$ cat config.mk
export PLATFORM = sky130hd
export DESIGN_NAME = fwd_hazard_unit
export DESIGN_NICKNAME = d
export VERILOG_FILES = /design/src/rtl/fwdu_pkg.sv /design/src/rtl/fwdu_cmp.sv /design/src/rtl/fwdu_opsel.sv /design/src/rtl/fwd_hazard_unit.sv
export SDC_FILE = /design/constraint.sdc
export NUM_CORES = 1
export LEC_CHECK = 0
export ABC_AREA = 1
export BUFFER_PORTS_ARGS = -buffer_cell sky130_fd_sc_hd__buf_2
export CAP_MARGIN = 20
export CORE_MARGIN = 2
export CORE_UTILIZATION = 41
export DETAILED_ROUTE_END_ITERATION = 8
export PLACE_DENSITY = 0.81
export SLEW_MARGIN = 15
export SYNTH_ARGS = -nofsm -noshare
export SYNTH_HDL_FRONTEND = slang
export SYNTH_SLANG_ARGS = --single-unit
$ cat constraint.sdc
create_clock -name clk -period 2.31 [get_ports clk]
set_clock_uncertainty 0.15 [all_clocks]
set_input_delay 0.462 -clock clk [delete_from_list [all_inputs] [get_ports clk]]
set_output_delay 0.462 -clock clk [all_outputs]
set_load 0.03 [all_outputs]
$ cat src/rtl/fwdu_pkg.sv
package fwdu_pkg;
   typedef enum logic [1:0] {
      SRC_RF    = 2'b00,
      SRC_EXMEM = 2'b01,
      SRC_MEMWB = 2'b10
   } fwd_src_e;
endpackage

$ cat src/rtl/fwdu_cmp.sv
module fwdu_cmp #(
   parameter int AW = 5
) (
   input  logic          used,
   input  logic          we,
   input  logic [AW-1:0] dst,
   input  logic [AW-1:0] src,
   output logic          hit
);
   always_comb begin
      hit = used && we && (dst != '0) && (dst == src);
   end
endmodule

$ cat src/rtl/fwdu_opsel.sv
module fwdu_opsel
   import fwdu_pkg::*;
#(
   parameter int AW = 5
) (
   input  logic          used,
   input  logic          data_only,
   input  logic [AW-1:0] src,
   input  logic [AW-1:0] idex_rd,
   input  logic          idex_we,
   input  logic          idex_load,
   input  logic [AW-1:0] exmem_rd,
   input  logic          exmem_we,
   output fwd_src_e      nxt_sel,
   output logic          load_hz,
   output logic          sd_req
);
   logic young_hit;
   logic old_hit;

   fwdu_cmp #(.AW(AW)) u_young (
      .used(used), .we(idex_we), .dst(idex_rd), .src(src), .hit(young_hit)
   );
   fwdu_cmp #(.AW(AW)) u_old (
      .used(used), .we(exmem_we), .dst(exmem_rd), .src(src), .hit(old_hit)
   );

   always_comb begin
      nxt_sel = SRC_RF;
      load_hz = 1'b0;
      sd_req  = 1'b0;
      if (young_hit) begin
         if (!idex_load)     nxt_sel = SRC_EXMEM;
         else if (data_only) sd_req  = 1'b1;
         else                load_hz = 1'b1;
      end else if (old_hit) begin
         nxt_sel = SRC_MEMWB;
      end
   end
endmodule

$ cat src/rtl/fwd_hazard_unit.sv
module fwd_hazard_unit
   import fwdu_pkg::*;
#(
   parameter int AW = 5
) (
   input  logic          clk,
   input  logic          rst_n,
   input  logic [AW-1:0] id_rs,
   input  logic [AW-1:0] id_rt,
   input  logic          id_rs_used,
   input  logic          id_rt_used,
   input  logic          id_is_store,
   input  logic [AW-1:0] idex_rd,
   input  logic          idex_we,
   input  logic          idex_load,
   input  logic [AW-1:0] exmem_rd,
   input  logic          exmem_we,
   input  logic [AW-1:0] memwb_rd,
   input  logic          memwb_we,
   output logic          stall,
   output logic [1:0]    ex_sel_a,
   output logic [1:0]    ex_sel_b,
   output logic [1:0]    mem_sel_sd,
   output logic          id_byp_rs,
   output logic          id_byp_rt
);
   localparam int NOPS = 2;
   localparam int NREG = 1 << AW;

   if (AW < 1 || AW > 8) begin : g_bad_aw
      $error("fwd_hazard_unit: AW must be 1..8");
   end
   if (NREG < 2) begin : g_bad_nreg
      $error("fwd_hazard_unit: need at least two registers");
   end

   logic [AW-1:0] op_src   [NOPS];
   logic          op_used  [NOPS];
   logic          op_donly [NOPS];
   fwd_src_e      op_nxt   [NOPS];
   logic [NOPS-1:0] op_hz;
   logic [NOPS-1:0] op_sd;
   logic [NOPS-1:0] op_byp;

   always_comb begin
      op_src[0]   = id_rs;
      op_used[0]  = id_rs_used;
      op_donly[0] = 1'b0;
      op_src[1]   = id_rt;
      op_used[1]  = id_rt_used || id_is_store;
      op_donly[1] = id_is_store && !id_rt_used;
   end

   for (genvar g = 0; g < NOPS; g++) begin : g_op
      fwdu_opsel #(.AW(AW)) u_sel (
         .used      (op_used[g]),
         .data_only (op_donly[g]),
         .src       (op_src[g]),
         .idex_rd   (idex_rd),
         .idex_we   (idex_we),
         .idex_load (idex_load),
         .exmem_rd  (exmem_rd),
         .exmem_we  (exmem_we),
         .nxt_sel   (op_nxt[g]),
         .load_hz   (op_hz[g]),
         .sd_req    (op_sd[g])
      );
      fwdu_cmp #(.AW(AW)) u_wb (
         .used (op_used[g]),
         .we   (memwb_we),
         .dst  (memwb_rd),
         .src  (op_src[g]),
         .hit  (op_byp[g])
      );
   end

   logic     sd_pend_q;
   fwd_src_e sel_a_q;
   fwd_src_e sel_b_q;
   fwd_src_e sel_sd_q;

   always_comb begin
      stall = |op_hz;
   end

   always_ff @(posedge clk) begin
      if (!rst_n) begin
         sel_a_q   <= SRC_RF;
         sel_b_q   <= SRC_RF;
         sd_pend_q <= 1'b0;
         sel_sd_q  <= SRC_RF;
      end else begin
         sel_a_q   <= stall ? SRC_RF : op_nxt[0];
         sel_b_q   <= stall ? SRC_RF : op_nxt[1];
         sd_pend_q <= !stall && (|op_sd);
         sel_sd_q  <= sd_pend_q ? SRC_MEMWB : SRC_RF;
      end
   end

   assign ex_sel_a   = sel_a_q;
   assign ex_sel_b   = sel_b_q;
   assign mem_sel_sd = sel_sd_q;
   assign id_byp_rs  = op_byp[0];
   assign id_byp_rt  = op_byp[1];
endmodule

==> reports/qor.yml, run 1 <==
timing:
  setup_violations: 0
  final.min_clock_period_ns: 2.04
  hold_viol_final: 0
  slew_viol_final: 0
  setup_tns_ns: 0
  rsz0062_at_grt: "false"
  finalCritPeriodShare_pct: 88.3
  fmax_ghz: 0.490
power:
  swShare_pct: 34.0
  cellPowerDensity_mw_per_mm2: 332
  p_seq_share_pct: 30.9
  pwr-share-comb_pct: 41.2
  power.internal_w: 0.000223
  p_clk_share_pct: 27.9
  power.switching_w: 0.000115
  leakagePower_nw: 0.572
  vdd_ir_drop_max_mv: 0.130
synth:
  yosysSeqAreaShare_pct: 15.7
  avgSynthCellArea_um2: 5.75
  yosysUniqueCellTypes: 23
  synth_area_um2: 764
  synth_nets: 167
  yosysWarnings: 0
  ys_ff_latch: 6
  syn_inst: 133
cts:
  cts.sinks: 6
  cts_max_level: 1
  cts.repair.resized: 0
  cts_buffers: 3
  cts_setup_buffers: 0
  clk_pin_slew_ns: 0.04
  clock-root-buffer: "clkbuf_4"
  clk_latency_ns: 0.24
  ctsHoldBuffers: 0
  clockBufferDepth: 2
  cts_tree: "yes"
global_routing:
  antenna_found_initial: 0
  grt_pass1_vias: 963
  grt_first_pass_wirelength_um: 3430
  track_usage_pct: 21.3
  grt_max_degree: 6
  grt_overflow_total: 0
place:
  io_buffers: 41
  place.gp.congestion: 0.931
  placed_cells: 198
  hpwl_um: 1810
floorplanning:
  start_util_pct: 43.8
  fp.dieH_um: 47.2
  die_w_um: 47.2
  io_pins: 43
  coreArea_mm2: 0.00175
  rows: 15
  die_area_mm2: 0.00223
route:
  drt_iter0_markers: 8
  detail-route-antenna-nets: 0
  routed_wl_um: 2010
  vias: 969
  wire_per_inst_um: 9.98
  remaining_drc_errors: 0
  drt-pass1-iter-count: 4
  vias_per_cell: 4.82
min_path:
  min_path_type: "register to register"
worst_setup_path:
  worstPathMaxFanout: 3
  path_cells: "buf_2 -> inv_1 -> nand2_1 -> nand2_1 -> nand2_1 -> nor2_2 -> nand3_1 -> nand2_2 -> buf_2"
  cp_common_cell: "nand2_1"
  critical_path.max_stage_delay_ns: 0.20
  endpoint_kind: "output port"
  cpMaxStageDelayCell: "buf_2"
  crit_type: "input pin to output port"
  cp.arrival_ns: 1.43
  startpoint_type: "input pin"
  cp.required_ns: 1.70
finish:
  drive_gt1_share_pct: 31.8
  area_delta_synth_final_pct: 32.9
  diodes: 0
  stdcell_count: 201
  layout.nets: 212
job:
  maxCapViolCount: 0
run_status:
  outcome: "completed"
## power by group through the flow
stage / Sequential (W) / Clock [W] / Combinational (W)
6_report: 0.000104 / 0.0000941 / 0.000139
5_1_grt: 0.000104 / 0.000106 / 0.000156
3_3_place_gp: 0.000106 / 0 / 0.000135
3_5_place_dp: 0.000106 / 0 / 0.000138
2_1_floorplan: 0.000107 / 0 / 0.0000766
4_1_cts: 0.000104 / 0.0000974 / 0.000139
## per-stage QoR
step                worst slack [ns]  utilization, %  power (W)  instance area, um2  hold WS, ns
detailed placement             0.296            56.9   0.000245                 993        0.274
global placement               0.351            56.9   0.000241                 993        0.246
global route                   0.176            58.2   0.000367                1020        0.297
CTS                            0.292            58.2   0.000341                1020        0.284
finish                         0.270            58.2   0.000337                1020        0.277
floorplan                     0.0536               -   0.000183                 764        0.240
## metal layers
| layer | global-route usage, % | vias up | wire [um] |
|---|---|---|---|
| met2 | 40.0 | 47 | 996 |
| met5 | 0 | - | 0 |
| met1 | 22.6 | 420 | 808 |
| li1 | - | 495 | - |
| met4 | 11.7 | 0 | 57 |
| met3 | 2.69 | 7 | 144 |
## synthesized netlist by cell type
library cell / instances / area share (%)
a21oi_1: 2 / 1.3
a21oi_2: 1 / 1.1
and3_1: 1 / 0.82
buf_4: 1 / 0.98
conb_1: 1 / 0.49
dfxtp_1: 6 / 16
inv_1: 20 / 9.8
inv_2: 4 / 2.0
nand2_1: 34 / 17
nand2_2: 3 / 2.5
nand3_1: 10 / 6.5
nand3b_1: 1 / 0.98
nand4_1: 2 / 1.6
nor2_1: 19 / 9.3
nor2_2: 2 / 1.6
nor2_4: 1 / 1.5
nor3_1: 2 / 1.3
nor3_2: 1 / 1.3
nor4_1: 1 / 0.82
o2111ai_1: 2 / 2.3
o21ai_0: 1 / 0.65
xnor2_1: 15 / 17
xor2_1: 3 / 3.4
## final cells by class
cell class	instances	area (um2)
Fill cell	176	729
Multi-Input combinational cell	102	547
Timing Repair Buffer	41	205
Sequential cell	6	120
Inverter	24	90.1
Tap cell	25	31.3
Clock buffer	3	22.5
## state kept, by name, summed over array words and instances (netlist names)
signal	count
ex_sel_a	2
ex_sel_b	2
mem_sel_sd	1
sd_pend_q	1
## worst paths after layout
path,depth (start not counted),startpoint,end,slack [ns]
worst max register to register,2,sd_pend_q,mem_sel_sd[1],1.67
worst min-delay path,2,sd_pend_q,mem_sel_sd[1],0.28
worst max-delay path,9,idex_rd[2],stall,0.27
worst min register to register,2,sd_pend_q,mem_sel_sd[1],0.28
## layout by cell type (no fill, tap or decap), drive strengths merged
cell / instances
nand3b: 1
nor4: 1
and3: 1
nand4: 2
dfxtp: 6
nand2: 37
o21ai: 1
buf: 41
nand3: 10
inv: 24
clkbuf: 3
o2111ai: 2
nor2: 22
xor2: 3
conb: 1
nor3: 3
a21oi: 3
xnor2: 15
## worst max-delay path, delay by kind of cell
family | cells | cell delay, ns
buffers and inverters | 3 | 0.41
AND/OR/NAND/NOR | 6 | 0.55
## logic make-up (layout without fill, tap and decap cells)
family          after synthesis  in the layout  share of synthesized area (%)
flops                         6              6                           15.7
xor+xnor                     18             18                           20.6
simple gates                 77             77                           45.0
buf+inv                      25             68                           12.8
compound gates                6              6                           5.40
other cells                   1              1                          0.491
(Power assumes the default switching activity.)
==> inputs of run 2 (changes only) <==
--- a/config.mk
+++ b/config.mk
@@ -11,8 +11,9 @@
 export CORE_MARGIN = 2
 export CORE_UTILIZATION = 41
 export DETAILED_ROUTE_END_ITERATION = 8
-export PLACE_DENSITY = 0.81
+export PLACE_DENSITY = 0.76
 export SLEW_MARGIN = 15
 export SYNTH_ARGS = -nofsm -noshare
 export SYNTH_HDL_FRONTEND = slang
+export SYNTH_HIERARCHICAL = 1
 export SYNTH_SLANG_ARGS = --single-unit
==> run 2 against run 1 <==
  * Sequential cell count did not move
  * First-iteration DRC count grew to 5.4 times the previous value
  * Setup slack got worse by 0.12 ns
  * Critical path depth up 3
  * Highest routed layer is now met3
  * Critical endpoint unchanged
  * Clock power fell by 2%
  * Maximum frequency is 5.7% lower
  * Global-route usage decreased by 3.6 points
  * Non-clock buffer count increased by 1
  * Die area grew 29%
==> reports/qor.yml, run 2 <==
place:
  io_buffers: 41
  placed_cells: 305
  dpl-instance-area_mm2: 0.00126
  place.gp.congestion: 0.834
  hpwl_um: 2110
synth:
  synth_common_cells: "87 x nand2_1, 73 x inv_1, 45 x nor2_1"
  yosysUniqueCellTypes: 11
  yosysSeqAreaShare_pct: 11.9
  synth-main-ff-cell: "dfxtp_1"
  ys_ff_latch: 6
  synth_edf_count: 0
  async_flop_share_pct: 0
  netlist.area_leader.share_pct: 32.3
  yosysTopAreaCell: "nand2_1"
  synth_area_leaders: "nand2_1 32%, inv_1 27%, nor2_1 17%, dfxtp_1 12%, nand3_1 5.9%"
  synth_area_mm2: 0.00101
  syn_inst: 234
  synth.most_common_cell: "nand2_1"
  avgSynthCellArea_um2: 4.32
  yosysWarnings: 6
route:
  routed_wl_um: 2450
  detail-route-antenna-nets: 0
  vias: 1272
  wl_met2_um: 1060
  drt-pass1-iter-count: 4
  remaining_drc_errors: 0
  wl_met1_um: 1240
  drt_iter0_markers: 43
  wl_met3_um: 152
  top_layer: "met3"
  vias_per_cell: 4.13
  wire_per_inst_um: 7.97
finish:
  final_cell_mix: "86 x nand2_1, 73 x inv_1, 41 x nor2_1"
  drive_gt1_share_pct: 19.3
  fillers: 269
  layout.nets: 316
  multi_input_area_um2: 638
  mostFrequentLayoutCell: "nand2_1"
  regArea_um2: 120
  diodes: 0
  stdcell_count: 308
  fin_area_mm2: 0.00131
  area_delta_synth_final_pct: 29.6
floorplanning:
  die_area_mm2: 0.00288
  coreArea_mm2: 0.00228
  io_pins: 43
  rows: 17
  die_w_um: 53.6
  start_util_pct: 44.4
  fp.dieH_um: 53.6
min_path:
  holdPathStages: 2
  hold_path_end: "mem_sel_sd[1]"
  min_path_type: "register to register"
  hold_start: "sd_pend_q"
timing:
  setup_tns_ns: 0
  hold_viol_final: 0
  setup_violations: 0
  final.min_clock_period_ns: 2.16
  worst_hold_slack_ns: 0.260
  slew_viol_final: 0
  finalCritPeriodShare_pct: 93.7
  rsz0062_at_grt: "false"
  fmax_ghz: 0.462
cts:
  clockBufferDepth: 2
  cts_max_level: 1
  ctsHoldBuffers: 0
  clock-root-buffer: "clkbuf_4"
  clk_pin_slew_ns: 0.04
  cts.sinks: 6
  cts_buffers: 3
  clk_latency_ns: 0.24
  cts_tree: "yes"
power:
  vdd_ir_drop_max_mv: 0.411
  cellPowerDensity_mw_per_mm2: 271
  leakagePower_nw: 0.973
global_routing:
  antenna_found_initial: 0
  track_usage_pct: 17.7
  grt_max_degree: 7
  grt_pass1_vias: 919
  grt_first_pass_wirelength_um: 3780
  grt_overflow_total: 0
worst_setup_path:
  timing.rr.start: "sd_pend_q"
  r2r_slack_ns: 1.69
  reg2reg_to: "mem_sel_sd[1]"
  cp.arrival_ns: 1.55
  crit_type: "input pin to output port"
  startpoint_type: "input pin"
  cp.required_ns: 1.70
  worstPathMaxFanout: 6
  r2r_cells: 2
  endpoint_kind: "output port"
run_status:
  outcome: "completed"
job:
  maxCapViolCount: 0
==> run 2: cell count changes after synthesis, moves of 2 or more <==
| cell | before | now |
|---|---|---|
| xor2_1 | 3 | 0 |
| inv_2 | 4 | 0 |
| nand2_2 | 3 | 1 |
| a21oi_1 | 2 | 6 |
| nand2_1 | 34 | 87 |
| o2111ai_1 | 2 | 0 |
| nand3_1 | 10 | 12 |
| inv_1 | 20 | 73 |
| nor2_1 | 19 | 45 |
| xnor2_1 | 15 | 0 |
| nand4_1 | 2 | 0 |
| nor3_1 | 2 | 0 |
==> run 2: worst max-delay path, cell delays in order <==
cell and delay [ns]:
buf_2 0.14, inv_1 0.05, nand2_1 0.05, nand2_1 0.07, nor2_2 0.15, nand3_2 0.10, nor2_4 0.14, nand2_2 0.07
nor2_2 0.08, nor2_2 0.05, inv_1 0.06, buf_6 0.12
==> run 2: area by class of cell <==
class                      count  share of cell area [%]
timing repair buffer          42                    16.7
clock buffer                   3                    1.72
inverter                      73                    20.9
tap                           28                    2.68
sequential                     6                    9.18
multi-input combinational    156                    48.8
==> run 2: cell families after synthesis <==
logic type	after synthesis	share of synthesized area, %
AO/OA/AOI/OAI	6	2.97
other	1	0.371
AND/OR/NAND/NOR	147	56.9
buffers and inverters	74	27.9
flip-flops	6	11.9
==> run 2: worst max-delay path by stage <==
stage,startpoint,end,cells after the start
6_report,id_rs[3],stall,12
3_3_place_gp,id_rs[3],stall,12
5_1_grt,id_is_store,stall,11
2_1_floorplan,id_is_store,stall,9
3_5_place_dp,id_rs[3],stall,12
4_1_cts,id_rs[3],stall,12
==> run 2: report_power, final <==
| group | internal (W) | total (W) | leakage, nW | switching [W] |
|---|---|---|---|---|
| clock network | 0.0000585 | 0.0000926 | 0.0138 | 0.0000341 |
| logic | 0.0000603 | 0.000158 | 0.911 | 0.0000978 |
| registers | 0.000105 | 0.000105 | 0.0483 | 0.000000104 |
==> run 2: layer usage <==
| metal | GRT usage, % | vias up |
|---|---|---|
| li1 | - | 737 |
| met1 | 26.3 | 500 |
| met2 | 27.4 | 35 |
| met3 | 4.17 | 0 |
| met4 | 0 | 0 |
| met5 | 0 | - |
==> run 2: through the flow <==
| step | setup WS [ns] | total power [W] | util [%] |
|---|---|---|---|
| floorplan | 0.350 | 0.000194 | - |
| global placement | 0.104 | 0.000259 | 55.3 |
| detailed placement | 0.0689 | 0.000260 | 55.3 |
| CTS | 0.0634 | 0.000356 | 56.2 |
| global route | 0.0131 | 0.000389 | 57.5 |
| finish | 0.146 | 0.000355 | 57.5 |
==> run 2: repair_timing <==
action | in CTS | in global routing
resized for setup | 0 | 10
endpoints found under the setup margin | 0 | 1
setup buffers | 0 | 0
==> inputs of run 3 (changes only) <==
==> constraint.sdc (replaced) <==
create_clock -name clk -period 2.25 [get_ports clk]
set_clock_uncertainty 0.15 [all_clocks]
set_input_delay 0.45 -clock clk [delete_from_list [all_inputs] [get_ports clk]]
set_output_delay 0.45 -clock clk [all_outputs]
set_load 0.03 [all_outputs]
==> run 3 against run 2 <==
  * Hold slack got worse by 0.0036 ns
  * Critical path depth fell by 1
  * Total power rose by 6.2%
  * Sequential share of layout area fell by 0.22 points
  * Sequential cell count did not move
  * Wire length rose by 2.7%
  * Combinational power rose by 7%
  * Largest power group unchanged
==> reports/qor.yml, run 3 (synthesis results as in run 2) <==
floorplanning:
  fp.dieH_um: 53.6
  die_w_um: 53.6
  io_pins: 43
  start_util_pct: 44.4
  rows: 17
  coreArea_mm2: 0.00228
  die_area_mm2: 0.00288
route:
  detail-route-antenna-nets: 0
  routed_wl_um: 2520
  drt_iter0_markers: 38
  remaining_drc_errors: 0
  vias: 1286
  drt-pass1-iter-count: 4
  vias_per_cell: 4.14
  wire_per_inst_um: 8.11
job:
  maxCapViolCount: 0
place:
  dpl-instance-area_mm2: 0.00128
  io_buffers: 41
  post-place-ws_ns: 0.0400
  place.gp.congestion: 0.824
  hpwl_um: 2130
finish:
  fin_area_mm2: 0.00134
  final_cell_mix: "85 x nand2_1, 72 x inv_1, 39 x nor2_1"
  utilization_pct: 58.9
  diodes: 0
  drive_gt1_share_pct: 21.2
  layout.nets: 319
  area_delta_synth_final_pct: 32.8
  mostFrequentLayoutCell: "nand2_1"
min_path:
  hold_path_end: "mem_sel_sd[1]"
  min_path_type: "input pin to register"
  hold_start: "rst_n"
  holdPathStages: 3
global_routing:
  busiest_layer: "met2"
  grt_overflow_total: 0
  use_met1_pct: 29.0
  grt_pass1_vias: 1028
  track_usage_pct: 20.0
  use_met3_pct: 4.17
  antenna_found_initial: 0
  grt_max_degree: 7
  use_met2_pct: 29.6
  grt_first_pass_wirelength_um: 4230
worst_setup_path:
  cp.required_ns: 1.65
  timing.rr.start: "sd_pend_q"
  r2r_slack_ns: 1.63
  r2r_cells: 2
  reg2reg_to: "mem_sel_sd[1]"
  worstPathMaxFanout: 3
  crit_type: "input pin to output port"
  endpoint_kind: "output port"
  startpoint_type: "input pin"
  cp.arrival_ns: 1.55
cts:
  cts.sinks: 6
  cts_max_level: 1
  ctsHoldBuffers: 0
  cts_setup_buffers: 0
  cts_tree: "yes"
  clk_latency_ns: 0.25
  clockBufferDepth: 2
  clock-root-buffer: "clkbuf_4"
  clk_pin_slew_ns: 0.04
  cts_buffers: 3
run_status:
  outcome: "completed"
timing:
  hold_viol_final: 0
  slew_viol_final: 0
  setup_violations: 0
  finalCritPeriodShare_pct: 95.4
  fmax_ghz: 0.466
  worst_slack_ns: 0.104
  final.min_clock_period_ns: 2.15
power:
  cellPowerDensity_mw_per_mm2: 281
  vdd_ir_drop_max_mv: 0.434
  leakagePower_nw: 0.989
[run 3: cell types whose count changed in the layout (fill, tap and decap cells not counted), sizes merged]
cell  delta
buf      +3
[run 3: what timing repair did]
action | in CTS | in global routing
hold endpoints to repair | 0 | 0
gates resized for setup | 0 | 19
endpoints found under the setup margin | 0 | 1
[run 3: through the flow]
stage	hold WS [ns]	total power, W	std cells	setup TNS, ns
floorplan	0.240	0.000199	236	0
global placement	0.253	0.000269	308	0
detailed placement	0.255	0.000271	308	0
CTS	0.252	0.000373	311	0
global route	0.268	0.000411	311	-0.0373
finish	0.256	0.000377	311	0
[run 3: report_power, final]
group	internal [W]	total, W	switching, W	leakage, nW
clock network	0.0000604	0.000101	0.0000404	0.0138
registers	0.000107	0.000107	0.000000101	0.0483
logic	0.0000684	0.000169	0.000101	0.927
total	0.000236	0.000377	0.000141	0.989
[run 3: critical path, stage by stage]
cell and delay [ns]:
buf_2 0.10, or2_2 0.32, inv_1 0.08, nor2_2 0.04, nand3_1 0.07, nor2_2 0.06, nand2_2 0.08, nor2_2 0.04
nor2_2 0.11, inv_1 0.06, buf_6 0.13
[run 3: worst max path at each step]
stage	cells after the start	from	slack (ns)	to
floorplan	9	id_is_store	0.31	stall
global placement	12	idex_rd[1]	0.05	stall
detailed placement	12	id_rt[1]	0.04	stall
CTS	12	id_rt[1]	0.04	stall
global route	12	id_rs[3]	-0.04	stall
finish	11	id_is_store	0.10	stall
[run 3: layout make-up]
type,count,area (um2)
Fill cell,249,935
Multi-Input combinational cell,156,636
Inverter,73,274
Timing Repair Buffer,45,254
Sequential cell,6,120
Tap cell,28,35.0
Clock buffer,3,22.5
[run 3: layer usage]
metal,part of all wire [%],vias to the layer above
met2,43,35
met4,0.71,0
met1,49,505
met3,6.7,4
li1,-,742
met5,0,-
